[config.mk]
export PLATFORM = sky130hd
export DESIGN_NAME = dualRailChannel
export DESIGN_NICKNAME = d
export VERILOG_FILES = /design/src/rtl/drChanPkg.sv /design/src/rtl/drChanPath.sv /design/src/rtl/drChanCtrl.sv /design/src/rtl/dualRailChannel.sv
export SDC_FILE = /design/constraint.sdc
export NUM_CORES = 1
export LEC_CHECK = 0
export BUFFER_PORTS_ARGS = -buffer_cell sky130_fd_sc_hd__buf_2
export CORE_AREA = 2 2 52 54
export CTS_BUF_LIST = sky130_fd_sc_hd__clkbuf_8
export DETAILED_ROUTE_END_ITERATION = 12
export DIE_AREA = 0 0 54 56
export GPL_TIMING_DRIVEN = 1
export PLACE_DENSITY_LB_ADDON = 0.12
export SETUP_SLACK_MARGIN = 0.05
export SYNTH_ARGS = -nofsm -noshare
export SYNTH_HDL_FRONTEND = slang
export SYNTH_SLANG_ARGS = --single-unit
export TNS_END_PERCENT = 10
[constraint.sdc]
create_clock -name clk -period 3.7 [get_ports clk]
set_input_delay 0 -clock clk [delete_from_list [all_inputs] [get_ports clk]]
set_output_delay 0 -clock clk [all_outputs]
set_load 0.02 [all_outputs]
[src/rtl/drChanPkg.sv]
package drChanPkg;

  typedef enum logic [1:0] {
    TX_IDLE   = 2'd0,
    TX_DATA   = 2'd1,
    TX_SPACER = 2'd2
  } txState_t;

  // strobes from control to datapath
  typedef struct packed {
    logic loadWord;
    logic driveRails;
    logic captureWord;
  } drStrobe_t;

endpackage

[src/rtl/drChanPath.sv]
module drChanPath
  import drChanPkg::*;
#(
  parameter int W = 8
) (
  input  logic         clk,
  input  logic         rstN,
  input  drStrobe_t    strobe,
  input  logic [W-1:0] inData,
  output logic [W-1:0] txTrue,
  output logic [W-1:0] txFalse,
  input  logic [W-1:0] rxTrue,
  input  logic [W-1:0] rxFalse,
  output logic         allValid,
  output logic         allEmpty,
  output logic [W-1:0] outData,
  output logic         outValid,
  output logic         protoErr
);

  logic [W-1:0] txWord;
  logic [W-1:0] bitValid;
  logic [W-1:0] bitEmpty;
  logic [W-1:0] bitBad;

  // transmit encoding: true rail carries the bit, false rail its complement
  always_comb begin
    txTrue  = strobe.driveRails ? txWord  : '0;
    txFalse = strobe.driveRails ? ~txWord : '0;
  end

  // per-bit completion detection
  for (genvar b = 0; b < W; b++) begin : gPair
    assign bitValid[b] = rxTrue[b] ^ rxFalse[b];
    assign bitEmpty[b] = ~(rxTrue[b] | rxFalse[b]);
    assign bitBad[b]   = rxTrue[b] & rxFalse[b];
  end

  assign allValid = &bitValid;
  assign allEmpty = &bitEmpty;

  always_ff @(posedge clk or negedge rstN) begin
    if (!rstN) begin
      txWord   <= '0;
      outData  <= '0;
      outValid <= 1'b0;
      protoErr <= 1'b0;
    end else begin
      if (strobe.loadWord) txWord <= inData;
      if (strobe.captureWord) outData <= rxTrue;
      outValid <= strobe.captureWord;
      protoErr <= protoErr | (|bitBad);
    end
  end

endmodule

[src/rtl/drChanCtrl.sv]
module drChanCtrl
  import drChanPkg::*;
(
  input  logic      clk,
  input  logic      rstN,
  input  logic      inValid,
  input  logic      txAck,
  input  logic      allValid,
  input  logic      allEmpty,
  output logic      inReady,
  output logic      rxAck,
  output drStrobe_t strobe
);

  txState_t txState, txNext;
  logic     complete;

  always_comb begin
    txNext = txState;
    unique case (txState)
      TX_IDLE:   if (inValid) txNext = TX_DATA;
      TX_DATA:   if (txAck) txNext = TX_SPACER;
      TX_SPACER: if (!txAck) txNext = TX_IDLE;
      default:   txNext = TX_IDLE;
    endcase
  end

  always_ff @(posedge clk or negedge rstN) begin
    if (!rstN) begin
      txState  <= TX_IDLE;
      complete <= 1'b0;
    end else begin
      txState <= txNext;
      // C-element style hysteresis on word completion
      if (allValid) complete <= 1'b1;
      else if (allEmpty) complete <= 1'b0;
    end
  end

  always_comb begin
    inReady            = (txState == TX_IDLE);
    rxAck              = complete;
    strobe.loadWord    = (txState == TX_IDLE) && inValid;
    strobe.driveRails  = (txState == TX_DATA);
    strobe.captureWord = allValid && !complete;
  end

endmodule

[src/rtl/dualRailChannel.sv]
module dualRailChannel
  import drChanPkg::*;
#(
  parameter int W = 8
) (
  input  logic         clk,
  input  logic         rstN,
  input  logic         inValid,
  output logic         inReady,
  input  logic [W-1:0] inData,
  output logic [W-1:0] txTrue,
  output logic [W-1:0] txFalse,
  input  logic         txAck,
  input  logic [W-1:0] rxTrue,
  input  logic [W-1:0] rxFalse,
  output logic         rxAck,
  output logic [W-1:0] outData,
  output logic         outValid,
  output logic         protoErr
);

  drStrobe_t strobe;
  logic      allValid;
  logic      allEmpty;

  drChanCtrl i_ctrl (
    .clk     (clk),
    .rstN    (rstN),
    .inValid (inValid),
    .txAck   (txAck),
    .allValid(allValid),
    .allEmpty(allEmpty),
    .inReady (inReady),
    .rxAck   (rxAck),
    .strobe  (strobe)
  );

  drChanPath #(.W(W)) i_path (
    .clk     (clk),
    .rstN    (rstN),
    .strobe  (strobe),
    .inData  (inData),
    .txTrue  (txTrue),
    .txFalse (txFalse),
    .rxTrue  (rxTrue),
    .rxFalse (rxFalse),
    .allValid(allValid),
    .allEmpty(allEmpty),
    .outData (outData),
    .outValid(outValid),
    .protoErr(protoErr)
  );

endmodule

=== Yosys cells after proc, flatten, opt, wreduce, memory -nomap -nowiden ===
Cells that the tools add are included.

* Bits of input ports: 28
* Bits in registers: 21
* Output and inout port bits: 28
* Logic and storage cells: 62

* Bitwise operators: 34
* Mux-type cells: 8
* Equal/unequal tests: 5
* Reductions and logical operators: 9

{| class="wikitable"
|+ Operators with widths
! operator !! number
|-
| two-way mux 8 bit || 2
|-
| AND reduction 8 bit || 2
|-
| bitwise OR 1 bit || 9
|-
| AND 1 bit || 8
|-
| inverter 1 bit || 8
|-
| inverter 8 bit || 1
|-
| OR reduction 8 bit || 1
|-
| bitwise XOR 1 bit || 8
|-
| two-way mux 2 bit || 3
|-
| != test 2 bit (second input constant) || 3
|-
| case mux 2 bit (3 select lines) || 1
|-
| AND reduction 3 bit || 1
|-
| equality test 2 x 1 -> 1 bit (second input constant) || 1
|-
| equality test 2 bit (second input constant) || 1
|-
| logical AND 1 bit || 2
|-
| logical NOT 2 bit || 1
|-
| two-way mux 1 bit || 2
|-
| nonzero test 2 bit || 1
|-
| logical NOT 1 bit || 1
|}

=== Longest topological paths before layout ===
Gate-level depths: netlist of run 1.

* Word-level depth: 5
* Depth in mapped cells: 5
* Gate-level depth less buffers: 5

=== Cells and area by module ===
Synthesis of run 1 repeated with hierarchy kept, for this count alone.

* Cells, all modules: 110
* Area total of the unflattened synthesis: 1,285.0 µm²

{| class="wikitable"
|+ By module, submodules not included
! module !! instances !! sequential area each (µm²) !! area each (µm²) !! cells each
|-
| drChanPath || 1 || 450.4 || 1,133.6 || 95
|-
| drChanCtrl || 1 || 75.1 || 151.4 || 15
|}

=== Worst setup path before layout of run 1 ===
OpenSTA, ideal clock, no wires.

* Kind: register -> register
* From: register i_ctrl.txState[1]
* To: register i_path.txWord[0]
* Arrival: 1.396 ns
* Slack: 2.179 ns
* Buffers on the path: 1
* Stages on the path, launching flop included: 5
* Library setup time: 0.125 ns
* Data required time: 3.575 ns
* Clock period less this slack: 1.521 ns
* Cells stage by stage: dfrtp_1 -> nor2_1 -> and2_1 -> buf_2 -> mux2_2

* Longest elaborated chain between the ends: 2

{| class="wikitable"
|+ RTL lines
! what !! line !! RTL
|-
| from (decl) || drChanCtrl.sv:15 || <nowiki>txState_t txState, txNext;</nowiki>
|-
| from (signal assigned) || drChanCtrl.sv:33 || <nowiki>txState <= txNext;</nowiki>
|-
| logical NOT 2 bit || n/a ||
|-
| via inReady || dualRailChannel.sv:9 || <nowiki>output logic inReady,</nowiki>
|-
| logical AND 1 bit || drChanCtrl.sv:43 || <nowiki>strobe.loadWord = (txState == TX_IDLE) && inValid;</nowiki>
|-
| to (signal assigned) || drChanPath.sv:49 || <nowiki>if (strobe.loadWord) txWord <= inData;</nowiki>
|-
| to (decl) || drChanPath.sv:21 || <nowiki>logic [W-1:0] txWord;</nowiki>
|}

The timed path passes the listed nets, and every way through them passes these cells.
A chain may end at the register's enable or synchronous reset.

==> out/results.tsv, run 1 <==
metric	value	unit
status	complete, no violations	
grt_pass1_vias	996	
yosysMostFrequentCell	dfrtp_1	
clock_path_buffers	2	
arrival	1.94	ns
cts.clk_slew.worst_paths	0.07	ns
period_minus_slack	1.80	ns
vias	961	
maxSlewHeadroom	69.8	%
fin_util	67.6	%
start_util	48.4	%
area_growth	39.9	%
wire_per_inst	12.4	um
drv_cap	0	
drt_iter0_drc	4	
synth_cell_types	19	
first_pass_iters	3	
cp-start-kind	input port	
hold_viol	0	
p_leak	0.940	nW
worst_pin_slew	0.452	ns
synthMuxAreaShare	15.3	%
powerDensity	570	nW/um2
synthArstFlopShare	100	%
slew_viol_final	0	
min_path_type	input port to flop	
drive_above_1_share	43.7	%
synthXorXnorAreaFrac	0	%
core_area	2430	um2
cp-startpoint	rxTrue[5]	
required	3.84	ns
numCtsBuffers	3	
min-delay-start	rxTrue[1]	
max_freq	0.557	GHz
dieArea	3020	um2
ir_drop	522	uV
synth_common_cells	21 x dfrtp_1, 16 x ha_1, 16 x inv_1, 16 x mux2_2, 10 x nor2_1	
grt_max_degree	22	
die_w	54	um
routed_wirelength	2530	um
setup_tns	0	ns
combPwrFrac	47.5	%
fin_skew	0.00408	ns
cts_resized	0	
drc	0	
synth_seq_cells	21	
die_height	56	um
synthFlopType	dfrtp_1	
dpl.hpwl	1900	um
netSwitchingPower	0.000378	W
final-setup-viol-count	0	
gp_congestion	0.702	
yosysWarnings	0	
antenna_cells	0	
port_buffers	55	
nets	219	
h-tree-depth	1	
r2r-start	i_ctrl.txState[1]	
synth_simple_gate_area_share	15.0	%
via_per_inst	4.71	
grt_pass1_wl	4370	um
synth_compound_area_share	2.13	%
syn_nets	149	
yosys-top-cells-area	dfrtp_1 45%, ha_1 17%, mux2_2 15%	
ant_nets	0	
finalCritPeriodShare	48.5	%
cts-root-buf	clkbuf_8	
pwr-share-seq	37.0	%
rows	18	
rsz0062_at_grt	false	
grt-ovfl-total	0	
syn_inst	105	
p_int	0.000560	W
synth.yosys.seq_area_share	44.7	%
ioPinCount	56	
cts_tree	built	
crit_type	input port to flop	
antenna_found_initial	0	
synth_top_cell_by_area	dfrtp_1	
swShare	40.3	%
gr-usage-all-layers	19.6	%
avgSynthCellArea	11.2	um2
end_kind	flop	
synth_top_area_share	44.7	%
clkSinkCount	21	
syn_area	1180	um2
synth_top_family_by_area	adder cells	
crit_fanout	9	
synth-edff-count	0	
clockPowerShare	15.5	%
clock_latency	0.26	ns
synth_fa_ha_area_share	17.0	%
## per-stage QoR
| step | area (um2) | hold WS, ns | cells | setup WS (ns) | power [W] |
|---|---|---|---|---|---|
| 2_1_floorplan | 1180 | -0.296 | 105 | 2.18 | 0.000643 |
| 3_3_place_gp | 1480 | -0.0188 | 188 | 2.23 | 0.000778 |
| 3_5_place_dp | 1480 | -0.0209 | 188 | 2.16 | 0.000789 |
| 4_1_cts | 1650 | 0.00181 | 204 | 1.92 | 0.000948 |
| 5_1_grt | 1650 | 0.00762 | 204 | 1.82 | 0.00101 |
| 6_report | 1650 | 0.0115 | 204 | 1.90 | 0.000938 |
## cell families after synthesis
kind of cell	Yosys count
buffers and inverters	18
multiplexers	16
AND/OR/NAND/NOR	30
flip-flops	21
adder cells (fa/ha/maj)	16
AO/OA/AOI/OAI	4
## critical path: stages
cell           delay, ns
dlygate4sd3_1       0.53
buf_2               0.12
inv_1               0.04
ha_1                0.29
nand4_2             0.13
nor3_4              0.43
mux2_2              0.38
## flip-flops by register name (all words and copies together) (netlist names)
register	count
i_path.protoErr	1
i_path.txWord	8
i_path.outValid	1
i_path.outData	8
i_ctrl.rxAck	1
i_ctrl.txState	2
## metal layers
layer / GRT usage, % / wire length (um) / vias to the layer above
li1: - / - / 478
met1: 23.1 / 1060 / 446
met2: 33.6 / 1280 / 33
met3: 4.30 / 145 / 4
met4: 7.50 / 37 / 0
met5: 0 / 0 / -
## final timing paths
path	cells past startpoint	end	slack (ns)
worst max register to register	3	i_path.txWord[7]	2.25
worst min-delay path	2	i_path.outData[1]	0.01
worst min register to register	2	i_path.protoErr	0.47
max in group asynchronous	2	i_path.txWord[2]	3.17
min in group asynchronous	2	i_path.protoErr	0.22
worst max-delay path	7	i_path.outData[4]	1.90
## timing repair
action	CTS	global route
endpoints found under the hold margin	33	0
setup buffers	0	0
hold buffers	12	0
## cell usage in the layout (no fill, tap or decap), types with 2 or more instances in the layout
cell type	count
nand2b_1	2
o21ai_0	2
and2_1	9
clkbuf_8	3
inv_1	17
nand4_1	3
buf_2	55
mux2_2	16
dfrtp_1	21
ha_1	16
nor2_1	10
dlygate4sd3_1	12
## cell type report
| type | count | area, um2 |
|---|---|---|
| multi-input cells | 66 | 582 |
| fillers | 227 | 787 |
| repair buffers | 67 | 395 |
| well taps | 30 | 37.5 |
| clock buffers | 3 | 41.3 |
| inverters | 16 | 60.1 |
| clock inverters | 1 | 3.75 |
| flip-flops and latches | 21 | 526 |
## power groups by stage
| stage | logic [W] | clock network, W | registers [W] |
|---|---|---|---|
| after floorplan | 0.000281 | 0 | 0.000362 |
| after global placement | 0.000430 | 0 | 0.000347 |
| after global routing | 0.000486 | 0.000163 | 0.000359 |
| final | 0.000445 | 0.000146 | 0.000347 |
| after detailed placement | 0.000438 | 0 | 0.000351 |
| after CTS | 0.000449 | 0.000152 | 0.000348 |
No activity file was read; power rests on OpenSTA's default activity.
==> run 2, diff against run 1 <==
CORE_AREA = 2 2 54 56   (was 2 2 52 54)
DIE_AREA = 0 0 56 58   (was 0 0 54 56)
clock period = 1.77 ns   (was 3.7 ns; I/O delays follow)
==> run 2 against run 1 <==
Compared with the run above: global-route usage decreased by 3.2 points; clock skew decreased by 0.00098 ns; worst setup slack got worse by 1.5 ns; first-iteration DRC count increased to 4.8 times the previous value; clock power increased by 100%; sequential share of layout area increased by 0.37 points; sequential cell count unchanged; die area increased by 7.4%; critical path depth decreased by 4; critical endpoint is now i_path.txWord[3].
==> out/results.tsv, run 2 (synthesis gave the netlist of run 1 again) <==
metric	value	unit	change
gr-usage-all-layers	16.4	%	-3.2 points
pwr-share-seq	37.3	%	+0.3 points
fin_skew	0.00310	ns	-0.000977 ns
layout_common_cells	55 x buf_2, 21 x dfrtp_1, 17 x inv_1		
clockPowerShare	15.1	%	-0.4 points
dpl.hpwl	1870	um	-1.4%
p_leak	0.932	nW	-0.89%
cts_tree	built		
gr-usage-met1	21.6	%	-1.4 points
antenna_found_initial	0		unchanged
drive_above_1_share	44.2	%	+0.51 points
die_w	56	um	+3.7%
swShare	39.9	%	-0.45 points
gp_congestion	0.808		+15%
arrival	1.54	ns	-0.40 ns
ant_nets	0		unchanged
hold_path_depth	2		unchanged
clock_latency	0.25	ns	about the same
cts-root-buf	clkbuf_8		
final_common_cell	buf_2		
routed_wirelength	2390	um	-5.5%
drc	0		unchanged
die_height	58	um	+3.6%
p_int	0.00117	W	+110%
ir_drop	1220	uV	+130%
vias	952		-0.94%
rr_endpoint	i_path.txWord[3]		
crit_fanout	9		unchanged
use_met2	28.1	%	-5.6 points
powerDensity	1190	nW/um2	+110%
period_minus_slack	1.41	ns	
nets	217		-0.91%
min_path_type	input port to flop		
via_per_inst	4.69		-0.45%
area_growth	38.3	%	
netSwitchingPower	0.000774	W	+100%
cts.clk_slew.worst_paths	0.07	ns	about the same
wire_per_inst	11.8	um	-5.0%
h-tree-depth	1		unchanged
max_freq	0.709	GHz	
rsz0062_at_grt	false		
biggestRegsByFlops	i_path.outData x8, i_path.txWord x8, i_ctrl.txState x2		
drt_iter0_drc	19		+15
start_util	44.2	%	-4.2 points
grt_busiest_layer	met2		
drv_cap	0		unchanged
slew_viol_final	0		unchanged
fin_util	61.1	%	-6.6 points
numCtsBuffers	3		unchanged
grt_pass1_wl	4220	um	-3.5%
worst_pin_slew	0.465	ns	+0.0131 ns
min-delay-start	rxTrue[1]		
dieArea	3250	um2	+7.4%
cts_resized	0		unchanged
final-setup-viol-count	0		unchanged
ioPinCount	56		unchanged
crit_type	flop to flop		
met3_usage	3.79	%	-0.51 points
combPwrFrac	47.5	%	about the same
maxSlewHeadroom	69.0	%	-0.78 points
antenna_cells	0		unchanged
first_pass_iters	4		+1
hold_viol	0		unchanged
end_kind	flop		
grt_pass1_vias	998		+0.20%
rrSetupSlack	0.36	ns	-1.89 ns
status	complete, no violations		
hold_end	i_path.outData[1]		
required	1.90	ns	-1.94 ns
rows	19		+1
rr_worst_depth	3		unchanged
core_area	2660	um2	+9.5%
port_buffers	55		unchanged
clkSinkCount	21		unchanged
finalCritPeriodShare	79.7	%	
cp-start-kind	flop		
postCtsSetupRepairBufs	0		unchanged
clock_path_buffers	2		unchanged
r2r-start	i_ctrl.txState[1]		
grt-ovfl-total	0		unchanged
grt_max_degree	22		unchanged
setup_tns	0	ns	unchanged
## run 2: cell types whose count changed in the layout (fill, tap and decap cells not counted), sizes merged
cell and change:
dlygate4sd3 -2
## run 2: area by class of cell
class / count / area [um2]
Clock buffer: 3 / 41.3
Fill cell: 244 / 1040
Inverter: 16 / 60.1
Timing Repair Buffer: 65 / 375
Clock inverter: 1 / 3.75
Tap cell: 31 / 38.8
Multi-Input combinational cell: 66 / 582
Sequential cell: 21 / 526
## run 2: critical path, cell delays in order, from the launching register on
cell     delay (ns)
dfrtp_1        0.40
nor2_1         0.12
and2_1         0.38
mux2_2         0.39
## run 2: worst max path at each step
stage | start | endpoint | slack [ns]
floorplan | i_ctrl.txState[1] | i_path.txWord[0] | 0.25
global placement | rxTrue[4] | i_path.outData[3] | 0.28
detailed placement | rxTrue[4] | i_path.outData[5] | 0.26
CTS | i_ctrl.txState[1] | i_path.txWord[3] | 0.33
global route | i_ctrl.txState[1] | txTrue[0] | 0.23
finish | i_ctrl.txState[1] | i_path.txWord[3] | 0.36
## run 2: repair_timing
item,CTS,global route
hold buffers,10,0
endpoints found under the setup margin,0,0
hold endpoints to repair,30,0
## run 2: routing by layer
metal | vias to the layer above | wire length, um
met2 | 33 | 1140
met1 | 441 | 1080
met5 | - | 0
met4 | 0 | 13
li1 | 476 | -
met3 | 2 | 163
## run 2: through the flow
step,std cells,power (W),instance area [um2],setup WS (ns),hold WS [ns]
after global placement,189,0.00163,1480,0.282,-0.0158
after floorplan,105,0.00134,1180,0.249,-0.296
after detailed placement,189,0.00165,1480,0.256,-0.0218
after CTS,203,0.00197,1630,0.331,0.0148
final,203,0.00194,1630,0.360,0.0127
after global routing,203,0.00209,1630,0.233,0.0117
## run 2: power groups by stage
stage               clock network [W]  logic (W)  registers [W]
detailed placement                  0   0.000916       0.000734
global route                 0.000324    0.00102       0.000750
CTS                          0.000304   0.000935       0.000726
finish                       0.000294   0.000923       0.000724
floorplan                           0   0.000588       0.000757
global placement                    0   0.000903       0.000726
